<file path="config.mk">
export PLATFORM = sky130hd
export DESIGN_NAME = lbirq_top
export DESIGN_NICKNAME = d
export VERILOG_FILES = /design/src/rtl/lbirq_pkg.sv /design/src/rtl/lbirq_ctrl.sv /design/src/rtl/lbirq_dpath.sv /design/src/rtl/lbirq_top.sv
export SDC_FILE = /design/constraint.sdc
export NUM_CORES = 1
export LEC_CHECK = 0
export ABC_AREA = 1
export BUFFER_PORTS_ARGS = -buffer_cell sky130_fd_sc_hd__buf_2
export CAP_MARGIN = 20
export CORE_AREA = 2 2 58 60
export CTS_CLUSTER_DIAMETER = 50
export CTS_CLUSTER_SIZE = 14
export DETAILED_ROUTE_END_ITERATION = 10
export DIE_AREA = 0 0 60 62
export PLACE_DENSITY = 0.82
export SYNTH_ARGS = -nofsm -noshare
export SYNTH_HDL_FRONTEND = slang
export SYNTH_SLANG_ARGS = --single-unit
</file>
<file path="constraint.sdc">
create_clock -name clk -period 4.2 [get_ports clk]
set_clock_uncertainty 0.1 [all_clocks]
set_input_delay 0.21 -clock clk [delete_from_list [all_inputs] [get_ports clk]]
set_output_delay 0.21 -clock clk [all_outputs]
set_load 0.01 [all_outputs]
</file>
<file path="src/rtl/lbirq_pkg.sv">
package lbirq_pkg;
  // Register strobes from the decode logic to the datapath.
  typedef struct packed {
    logic wrMask;
    logic rdVec;
    logic rdMask;
  } regStrobe_t;
endpackage

</file>
<file path="src/rtl/lbirq_ctrl.sv">
module lbirq_ctrl
  import lbirq_pkg::*;
#(
  parameter int ADDR_W   = 12,
  parameter int VEC_OFS  = 'h0,
  parameter int MASK_OFS = 'h2
) (
  input  logic              clk,
  input  logic              rstN,
  input  logic [ADDR_W-1:0] regAddr,
  input  logic              regWrEn,
  input  logic              regRdEn,
  output regStrobe_t        strobe
);
  localparam logic [ADDR_W-1:0] VecAddr  = ADDR_W'(VEC_OFS);
  localparam logic [ADDR_W-1:0] MaskAddr = ADDR_W'(MASK_OFS);

  logic hitVec;
  logic hitMask;

  always_comb begin
    hitVec        = (regAddr == VecAddr);
    hitMask       = (regAddr == MaskAddr);
    strobe.rdVec  = regRdEn & hitVec;
    strobe.rdMask = regRdEn & hitMask;
    // The vector register is read-only, so only the mask has a write strobe.
    strobe.wrMask = regWrEn & hitMask;
  end

  // at most one register is selected for reading at a time.
  a_r7_one_read_target: assert property (@(posedge clk) disable iff (!rstN)
    $onehot0({strobe.rdVec, strobe.rdMask}));

  // a write to any offset other than the mask produces no write strobe.
  a_r7_no_stray_write: assert property (@(posedge clk) disable iff (!rstN)
    (regWrEn && regAddr != MaskAddr) |-> !strobe.wrMask);
endmodule

</file>
<file path="src/rtl/lbirq_dpath.sv">
module lbirq_dpath
  import lbirq_pkg::*;
#(
  parameter int N_LINES  = 16,
  parameter int DATA_W   = 16,
  parameter int MASK_RST = 'h0010
) (
  input  logic               clk,
  input  logic               rstN,
  input  logic [N_LINES-1:0] irqLines,
  input  regStrobe_t         strobe,
  input  logic [DATA_W-1:0]  regWrData,
  output logic [DATA_W-1:0]  regRdData,
  output logic               irqOut
);
  localparam int IDX_W = $clog2(N_LINES);

  logic [N_LINES-1:0] srcReg;
  logic [N_LINES-1:0] maskReg;
  logic [N_LINES-1:0] pending;
  logic [IDX_W-1:0]   lowIdx;
  logic               anyPend;
  logic [IDX_W:0]     idxPlus;
  logic [DATA_W-1:0]  vecCode;

  // one sampling stage; this register is the source state.
  always_ff @(posedge clk or negedge rstN) begin
    if (!rstN) srcReg <= '0;
    else       srcReg <= irqLines;
  end

  // enable mask.
  always_ff @(posedge clk or negedge rstN) begin
    if (!rstN)              maskReg <= N_LINES'(MASK_RST);
    else if (strobe.wrMask) maskReg <= regWrData[N_LINES-1:0];
  end

  assign pending = srcReg & maskReg;

  // search from high to low, so the lowest pending line wins.
  always_comb begin
    anyPend = 1'b0;
    lowIdx  = '0;
    for (int i = N_LINES - 1; i >= 0; i--) begin
      if (pending[i]) begin
        anyPend = 1'b1;
        lowIdx  = IDX_W'(i);
      end
    end
    idxPlus = {1'b0, lowIdx} + 1'b1;
    vecCode = anyPend ? DATA_W'({idxPlus, 2'b00}) : '0;
  end

  assign irqOut = |pending;

  always_comb begin
    regRdData = '0;
    if (strobe.rdVec)  regRdData = vecCode;
    if (strobe.rdMask) regRdData = DATA_W'(maskReg);
  end

  // the OR reduction and the priority encoder agree on whether a line is pending.
  a_r2_irq_vs_code: assert property (@(posedge clk) disable iff (!rstN)
    irqOut == (vecCode != '0));

  // the encoded line is pending, and no lower line is pending.
  a_r3_lowest_line: assert property (@(posedge clk) disable iff (!rstN)
    anyPend |-> (pending[lowIdx] &&
                 ((pending & ((N_LINES'(1) << lowIdx) - N_LINES'(1))) == '0)));

  // a mask write is visible after the edge that accepts it.
  a_r5_mask_load: assert property (@(posedge clk) disable iff (!rstN)
    strobe.wrMask |=> (maskReg == $past(regWrData[N_LINES-1:0])));

  // the mask holds when it is not written.
  a_r7_mask_hold: assert property (@(posedge clk) disable iff (!rstN)
    !strobe.wrMask |=> $stable(maskReg));
endmodule

</file>
<file path="src/rtl/lbirq_top.sv">
module lbirq_top
  import lbirq_pkg::*;
#(
  parameter int N_LINES  = 16,
  parameter int DATA_W   = 16,
  parameter int ADDR_W   = 12,
  parameter int MASK_RST = 'h0010
) (
  input  logic               clk,
  input  logic               rstN,
  input  logic [N_LINES-1:0] irqLines,
  input  logic [ADDR_W-1:0]  regAddr,
  input  logic               regWrEn,
  input  logic               regRdEn,
  input  logic [DATA_W-1:0]  regWrData,
  output logic [DATA_W-1:0]  regRdData,
  output logic               irqOut
);
  regStrobe_t strobe;

  lbirq_ctrl #(
    .ADDR_W  (ADDR_W),
    .VEC_OFS ('h0),
    .MASK_OFS('h2)
  ) u_ctrl (
    .clk    (clk),
    .rstN   (rstN),
    .regAddr(regAddr),
    .regWrEn(regWrEn),
    .regRdEn(regRdEn),
    .strobe (strobe)
  );

  lbirq_dpath #(
    .N_LINES (N_LINES),
    .DATA_W  (DATA_W),
    .MASK_RST(MASK_RST)
  ) u_dpath (
    .clk      (clk),
    .rstN     (rstN),
    .irqLines (irqLines),
    .strobe   (strobe),
    .regWrData(regWrData),
    .regRdData(regRdData),
    .irqOut   (irqOut)
  );
endmodule

</file>
Word-level counts from Yosys, hierarchy flattened
Cells that the tools add are included.
{"block": "word_totals", "out_inout_bits": 17, "elab_cells": 45, "regBits": 32, "inputBits": 48}
{"block": "classes", "n_reduce_logical": 2, "n_bitwise": 4, "n_mux": 35, "add_sub_neg": 1, "n_eq_ne": 1}
{"cell": "$mux 4", "n": 16}
{"cell": "$and 16x16->16", "n": 1}
{"cell": "$mux 1", "n": 16}
{"cell": "$mux 16", "n": 1}
{"cell": "$reduce_or 16->1", "n": 1}
{"cell": "$mux 7", "n": 2}
{"cell": "$eq 12x2->1 const B", "n": 1}
{"cell": "$logic_not 12->1", "n": 1}
{"cell": "$add 4x1->5 const B", "n": 1}
{"cell": "$and 1x1->1", "n": 3}

Longest topological paths before layout
{"block": "depth", "word_depth": 21, "depth_mapped": 22}

Hierarchy
From an unflattened synthesis, not the netlist that was laid out.
{"block": "hier_totals", "hier_cells": 177, "area_unflattened_um2": 1569.0}
{"module": "lbirq_dpath", "seq_area_each_um2": 802.0, "n_inst": 1, "cells_each": 158, "area_per_inst_um2": 1487.7}
{"module": "lbirq_ctrl", "seq_area_each_um2": 0.0, "n_inst": 1, "cells_each": 19, "area_per_inst_um2": 81.3}

Worst setup path after synthesis
OpenSTA, ideal clock, no wires.
{"block": "synth_path", "path_kind": "reg-to-output", "startpoint": "register u_dpath.maskReg[14]", "endpoint": "output port regRdData[6]", "arrival_time_ns": 1.786, "required_ns": 3.890, "path_stages_with_launch": 21, "setup_slack_ns": 2.104, "cell_sequence": "dfrtp_1 -> nand2_2 -> nand2_1 -> nand2_1 -> nand2_1 -> nand2_1 -> nand2_1 -> nand2_1 -> nand2_1 -> nand2_1 -> nand2_1 -> nand2_1 -> nand2_1 -> nand2_1 -> nand2_1 -> nand2_2 -> nand2_1 -> inv_2 -> ha_1 -> nand3_1 -> o31ai_1"}
{"block": "synth_via", "elab_chain_cells": 20}
{"item": "start: declaration", "line_no": "lbirq_dpath.sv:19", "source": "logic [N_LINES-1:0] maskReg;"}
{"item": "start signal: assignment", "line_no": "lbirq_dpath.sv:34", "source": "if (!rstN) maskReg <= N_LINES'(MASK_RST);"}
{"item": "start signal: assignment", "line_no": "lbirq_dpath.sv:35", "source": "else if (strobe.wrMask) maskReg <= regWrData[N_LINES-1:0];"}
{"item": "$and 16x16->16 (*)", "line_no": "lbirq_dpath.sv:38", "source": "assign pending = srcReg & maskReg;"}
{"item": "$mux 4 (15 in series)", "line_no": "lbirq_dpath.sv:45", "source": "if (pending[i]) begin"}
{"item": "$add 4x1->5", "line_no": "lbirq_dpath.sv:50", "source": "idxPlus = {1'b0, lowIdx} + 1'b1;"}
{"item": "$mux 7 (*)", "line_no": "lbirq_dpath.sv:51", "source": "vecCode = anyPend ? DATA_W'({idxPlus, 2'b00}) : '0;"}
{"item": "$mux 7 (*)", "line_no": "lbirq_dpath.sv:58", "source": "if (strobe.rdVec) regRdData = vecCode;"}
{"item": "$mux 16 (*)", "line_no": "lbirq_dpath.sv:59", "source": "if (strobe.rdMask) regRdData = DATA_W'(maskReg);"}
{"item": "end: declaration", "line_no": "lbirq_top.sv:16", "source": "output logic [DATA_W-1:0] regRdData,"}
Mark *: on every way between the ends. The rest lies on a longest branch, timed or not.

Worst setup path in the final report
{"block": "layout_path", "startpoint": "register u_dpath.maskReg[15]", "endpoint": "output port regRdData[6]"}
{"block": "layout_via", "elab_chain_cells": 21}
{"item": "$and 16x16->16 (*)", "line_no": "lbirq_dpath.sv:38"}
{"item": "$mux 4 (16 in series)", "line_no": "lbirq_dpath.sv:45"}
{"item": "$add 4x1->5", "line_no": "lbirq_dpath.sv:50"}
{"item": "$mux 7 (*)", "line_no": "lbirq_dpath.sv:51"}
{"item": "$mux 7 (*)", "line_no": "lbirq_dpath.sv:58"}
{"item": "$mux 16 (*)", "line_no": "lbirq_dpath.sv:59"}
Marked as above.

==> results by stage <==
Global routing:
- The number of antenna violations at the first check in global routing is 0.
- The overall global routing resource usage is 0.193.
- The via count of the first global-routing pass was ~1.3k.
- The largest net degree at the start of global routing is 33.
- The sum of overflow across all layers after global routing is 0.
- The first global-routing pass estimated roughly 5200 µm of wire.

Yosys:
- The number of flops mapped to enable cells by yosys is 0.
- The area share of the largest cell type after synthesis is 0.515.
- The number of distinct library cells after synthesis is 27.
- After technology mapping, the gate count stands at 172.
- For this run, asynchronously set or reset flops after synthesis account for 1.00.
- The post-synthesis net count is between 200 and 250.
- After synthesis, the cell types taking the most area are sky130_fd_sc_hd__dfrtp_1 (52%), sky130_fd_sc_hd__nand2_1 (9.0%), sky130_fd_sc_hd__nor2_1 (6.2%), sky130_fd_sc_hd__nand2_2 (5.8%), sky130_fd_sc_hd__a21oi_1 (4.7%).
- The post-synthesis average cell area is about 8.8 µm².
- By instance count, the leading cell after synthesis is sky130_fd_sc_hd__nand2_1.
- The post-synthesis sequential area ratio is 0.533.
- The count of yosys warnings during synthesis is 0.
- Of all cell types, the one taking the most synthesized area is sky130_fd_sc_hd__dfrtp_1.
- Synthesis inferred 32 register bits.
- The most common flop cell mapped by yosys is sky130_fd_sc_hd__dfrtp_1.
- By count the netlist is led by sky130_fd_sc_hd__nand2_1 (36), sky130_fd_sc_hd__dfrtp_1 (31), sky130_fd_sc_hd__nor2_1 (25), sky130_fd_sc_hd__inv_1 (15).
- The mapped netlist covers roughly 0.0015 mm².

Critical path:
- The worst setup path is captured at an output port.
- The nature of the critical path startpoint is a flip-flop.
- The top fanout value on the critical path is 3.
- The critical path class is reg -> out.
- Data on the critical path is required at its endpoint by between 3000 and 4000 ps.
- The data arrival time at the worst-slack endpoint is between 2000 and 2500 ps.

Pwr:
- Summed over all cells, the static leakage comes to around 1.2 nW.
- For this design the ratio of total power to cell area is 284 mW/mm².
- VDD sags by at most around 190 µV.

Floorplanning:
- The height of the die is around 62 µm.
- The die is about 60 µm wide.
- Row generation in the floorplan step produced 21 rows.
- The starting utilization of the core area is 0.473.
- The core region is 0.00318 mm².
- During I/O placement, the number of pins put on the boundary was 65.
- The total die area is ~0.0037 mm².

Clocking:
- The maximum clock path buffer count is 2.
- The number of cells upsized or downsized after cts is 0.
- The insertion delay to the later sink of the worst-skew pair is approximately 330 ps.
- Counting the buffers created by CTS gives 5.
- The CTS tree is yes.
- The root buffer cell is sky130_fd_sc_hd__clkbuf_4.
- The clock-pin slew on the worst setup and hold paths is between 100 and 150 ps.
- The clock tree synthesis step divided the H-tree into 2 levels.
- The CTS sink count is 32.

Job:
- The tool flagged a number of max-cap violations equal to 0.

Timing:
- The number of failing hold endpoints at the final stage is 0.
- The total count of max-transition violations in the final report is 0.
- In the finished design, the share of the clock period the worst path needs comes to 0.629.
- The worst max-slew margin expressed relative to the limit is 0.549.
- Setup repair after global routing left no endpoint under its margin.
- For the pin with the worst max-slew slack, the measured transition is between 600 and 700 ps.
- Setup violations remaining at the end of the flow were counted as 0.
- Based on the critical path, the design can be clocked at up to approximately 0.38 GHz.
- The shortest period the worst path allows is 2640 ps.
- Adding up every negative setup slack in the final design gives 0 ps.

Place:
- In this run the tool buffered the top-level ports with 64 buffer cells.
- The instance area after placement is 0.00187 mm².
- The placed wire-length estimate is approximately 2400 µm.
- At the end of routability-driven placement, the weighted congestion stood at around 0.83.

Route:
- The routed wirelength normalized by instance count is roughly 11 µm.
- The violation count after the first detailed-routing iteration is 33.
- After detailed routing, the number of remaining DRC violations is 0.
- The first detailed-routing pass ran for 4 iterations.
- The count of vias placed by the detailed router is about 1.4k.
- The number of vias per cell is ~4.6.
- The number of nets still failing antenna checks after routing is 0.
- For this block, the routed nets add up to between 3000 and 4000 µm of wire.

Min path:
- The worst hold path belongs to the class in -> reg.

Cells and area:
- The post-route core utilization is 0.682.
- The number of fill cells in the layout is 271.
- The number of diodes added for antenna fixing is 0.
- After routing the design area is about 0.0022 mm².
- The relative area change from synthesis to final layout is 44.1%.
- In the final layout, the share of cells above drive strength 1 is 0.365.
- The number of nets in the layout is between 300 and 400.

Status:
- The run finished with clean final reports.
-- path summary, 6_finish.rpt --
path,startpoint,end,slack [ps],cells past startpoint
setup / recovery,u_dpath.maskReg[15],regRdData[6],1560,22
hold / removal,regWrData[10],u_dpath.maskReg[10],30,3
setup reg to reg,u_dpath.maskReg[6],u_dpath.maskReg[6],3240,1
hold reg to reg,u_dpath.maskReg[3],u_dpath.maskReg[3],440,1
max in group asynchronous,rstN,u_dpath.maskReg[12],3210,2
min in group asynchronous,rstN,u_dpath.maskReg[2],340,2
-- cell type report --
cell class / instances / area, µm² / share of cell area
clock buffer: 5 / 37.5 / 0.0173
inverter: 19 / 71.3 / 0.0329
timing repair buffer: 86 / 541 / 0.249
clock inverter: 3 / 42.5 / 0.0196
tap: 46 / 57.6 / 0.0265
sequential: 32 / 802 / 0.370
multi-input combinational: 118 / 618 / 0.285
-- layout by cell type (no fill, tap or decap), drive strengths merged --
cell and n:
a31oi 1, nor4 4, nand2 50, ha 1, dfstp 1, dlygate4sd3 22
mux2 5, bufinv 1, dfrtp 31, clkinv 2, clkbuf 5, clkinvlp 1
o31ai 1, buf 64, a21oi 14, o21ai 3, nand4 3, inv 18
o21bai 1, nor3 1, a22o 1, nand3 6, and2 1, nor2 26
-- power by group --
part	internal (mW)	switching, mW
Combinational	0.0376	0.0292
Sequential	0.316	0.00373
Clock	0.124	0.105
-- metal layers --
metal / GRT usage / wire [µm]
met1: 0.230 / 1460
met2: 0.342 / 1690
met3: 0.0414 / 179
met4: 0.0730 / 45
met5: 0 / 0
-- kinds of logic (layout without fill, tap and decap cells) --
kind of cell,after synthesis,count (layout),share of synthesized area
simple gates,91,91,0.286
buf+inv,22,113,0.0565
flops,32,32,0.533
mux,5,5,0.0374
compound gates,21,21,0.0790
fa+ha+maj,1,1,0.00831
-- flip-flops by register name, summed over array words and instances (netlist names) --
register and count:
u_dpath.srcReg 16, u_dpath.maskReg 16
-- per-stage QoR --
step	worst slack (ps)	hold WS, ps	power (mW)	cells
finish	1560	27.6	0.616	309
global route	1250	19.8	0.647	309
CTS	1530	20.8	0.624	309
detailed placement	1930	186	0.377	279
global placement	2040	181	0.377	279
floorplan	2100	-186	0.346	172
-- repair_timing --
item / 4_1_cts / 5_1_grt
setup buffers: 0 / 0
hold buffers: 22 / 0
hold endpoints to repair: 52 / 0
-- worst max-delay path, stage by stage (launching register included) --
cell	delay (ps)
sky130_fd_sc_hd__dfrtp_1	380
sky130_fd_sc_hd__nand2_2	70
sky130_fd_sc_hd__inv_2	40
sky130_fd_sc_hd__nand2_1	40
sky130_fd_sc_hd__nand2_1	50
sky130_fd_sc_hd__nand2_1	50
sky130_fd_sc_hd__nand2_1	50
sky130_fd_sc_hd__nand2_1	40
sky130_fd_sc_hd__nand2_1	50
sky130_fd_sc_hd__nand2_1	50
sky130_fd_sc_hd__nand2_1	50
sky130_fd_sc_hd__nand2_1	40
sky130_fd_sc_hd__nand2_1	50
sky130_fd_sc_hd__nand2_1	50
sky130_fd_sc_hd__nand2_1	50
sky130_fd_sc_hd__nand2_1	50
sky130_fd_sc_hd__nand2_2	80
sky130_fd_sc_hd__nand2_1	60
sky130_fd_sc_hd__inv_2	60
sky130_fd_sc_hd__ha_1	160
sky130_fd_sc_hd__nand3_1	110
sky130_fd_sc_hd__o31ai_1	250
sky130_fd_sc_hd__buf_2	170
Note: power is estimated with default switching activity, not from simulation.
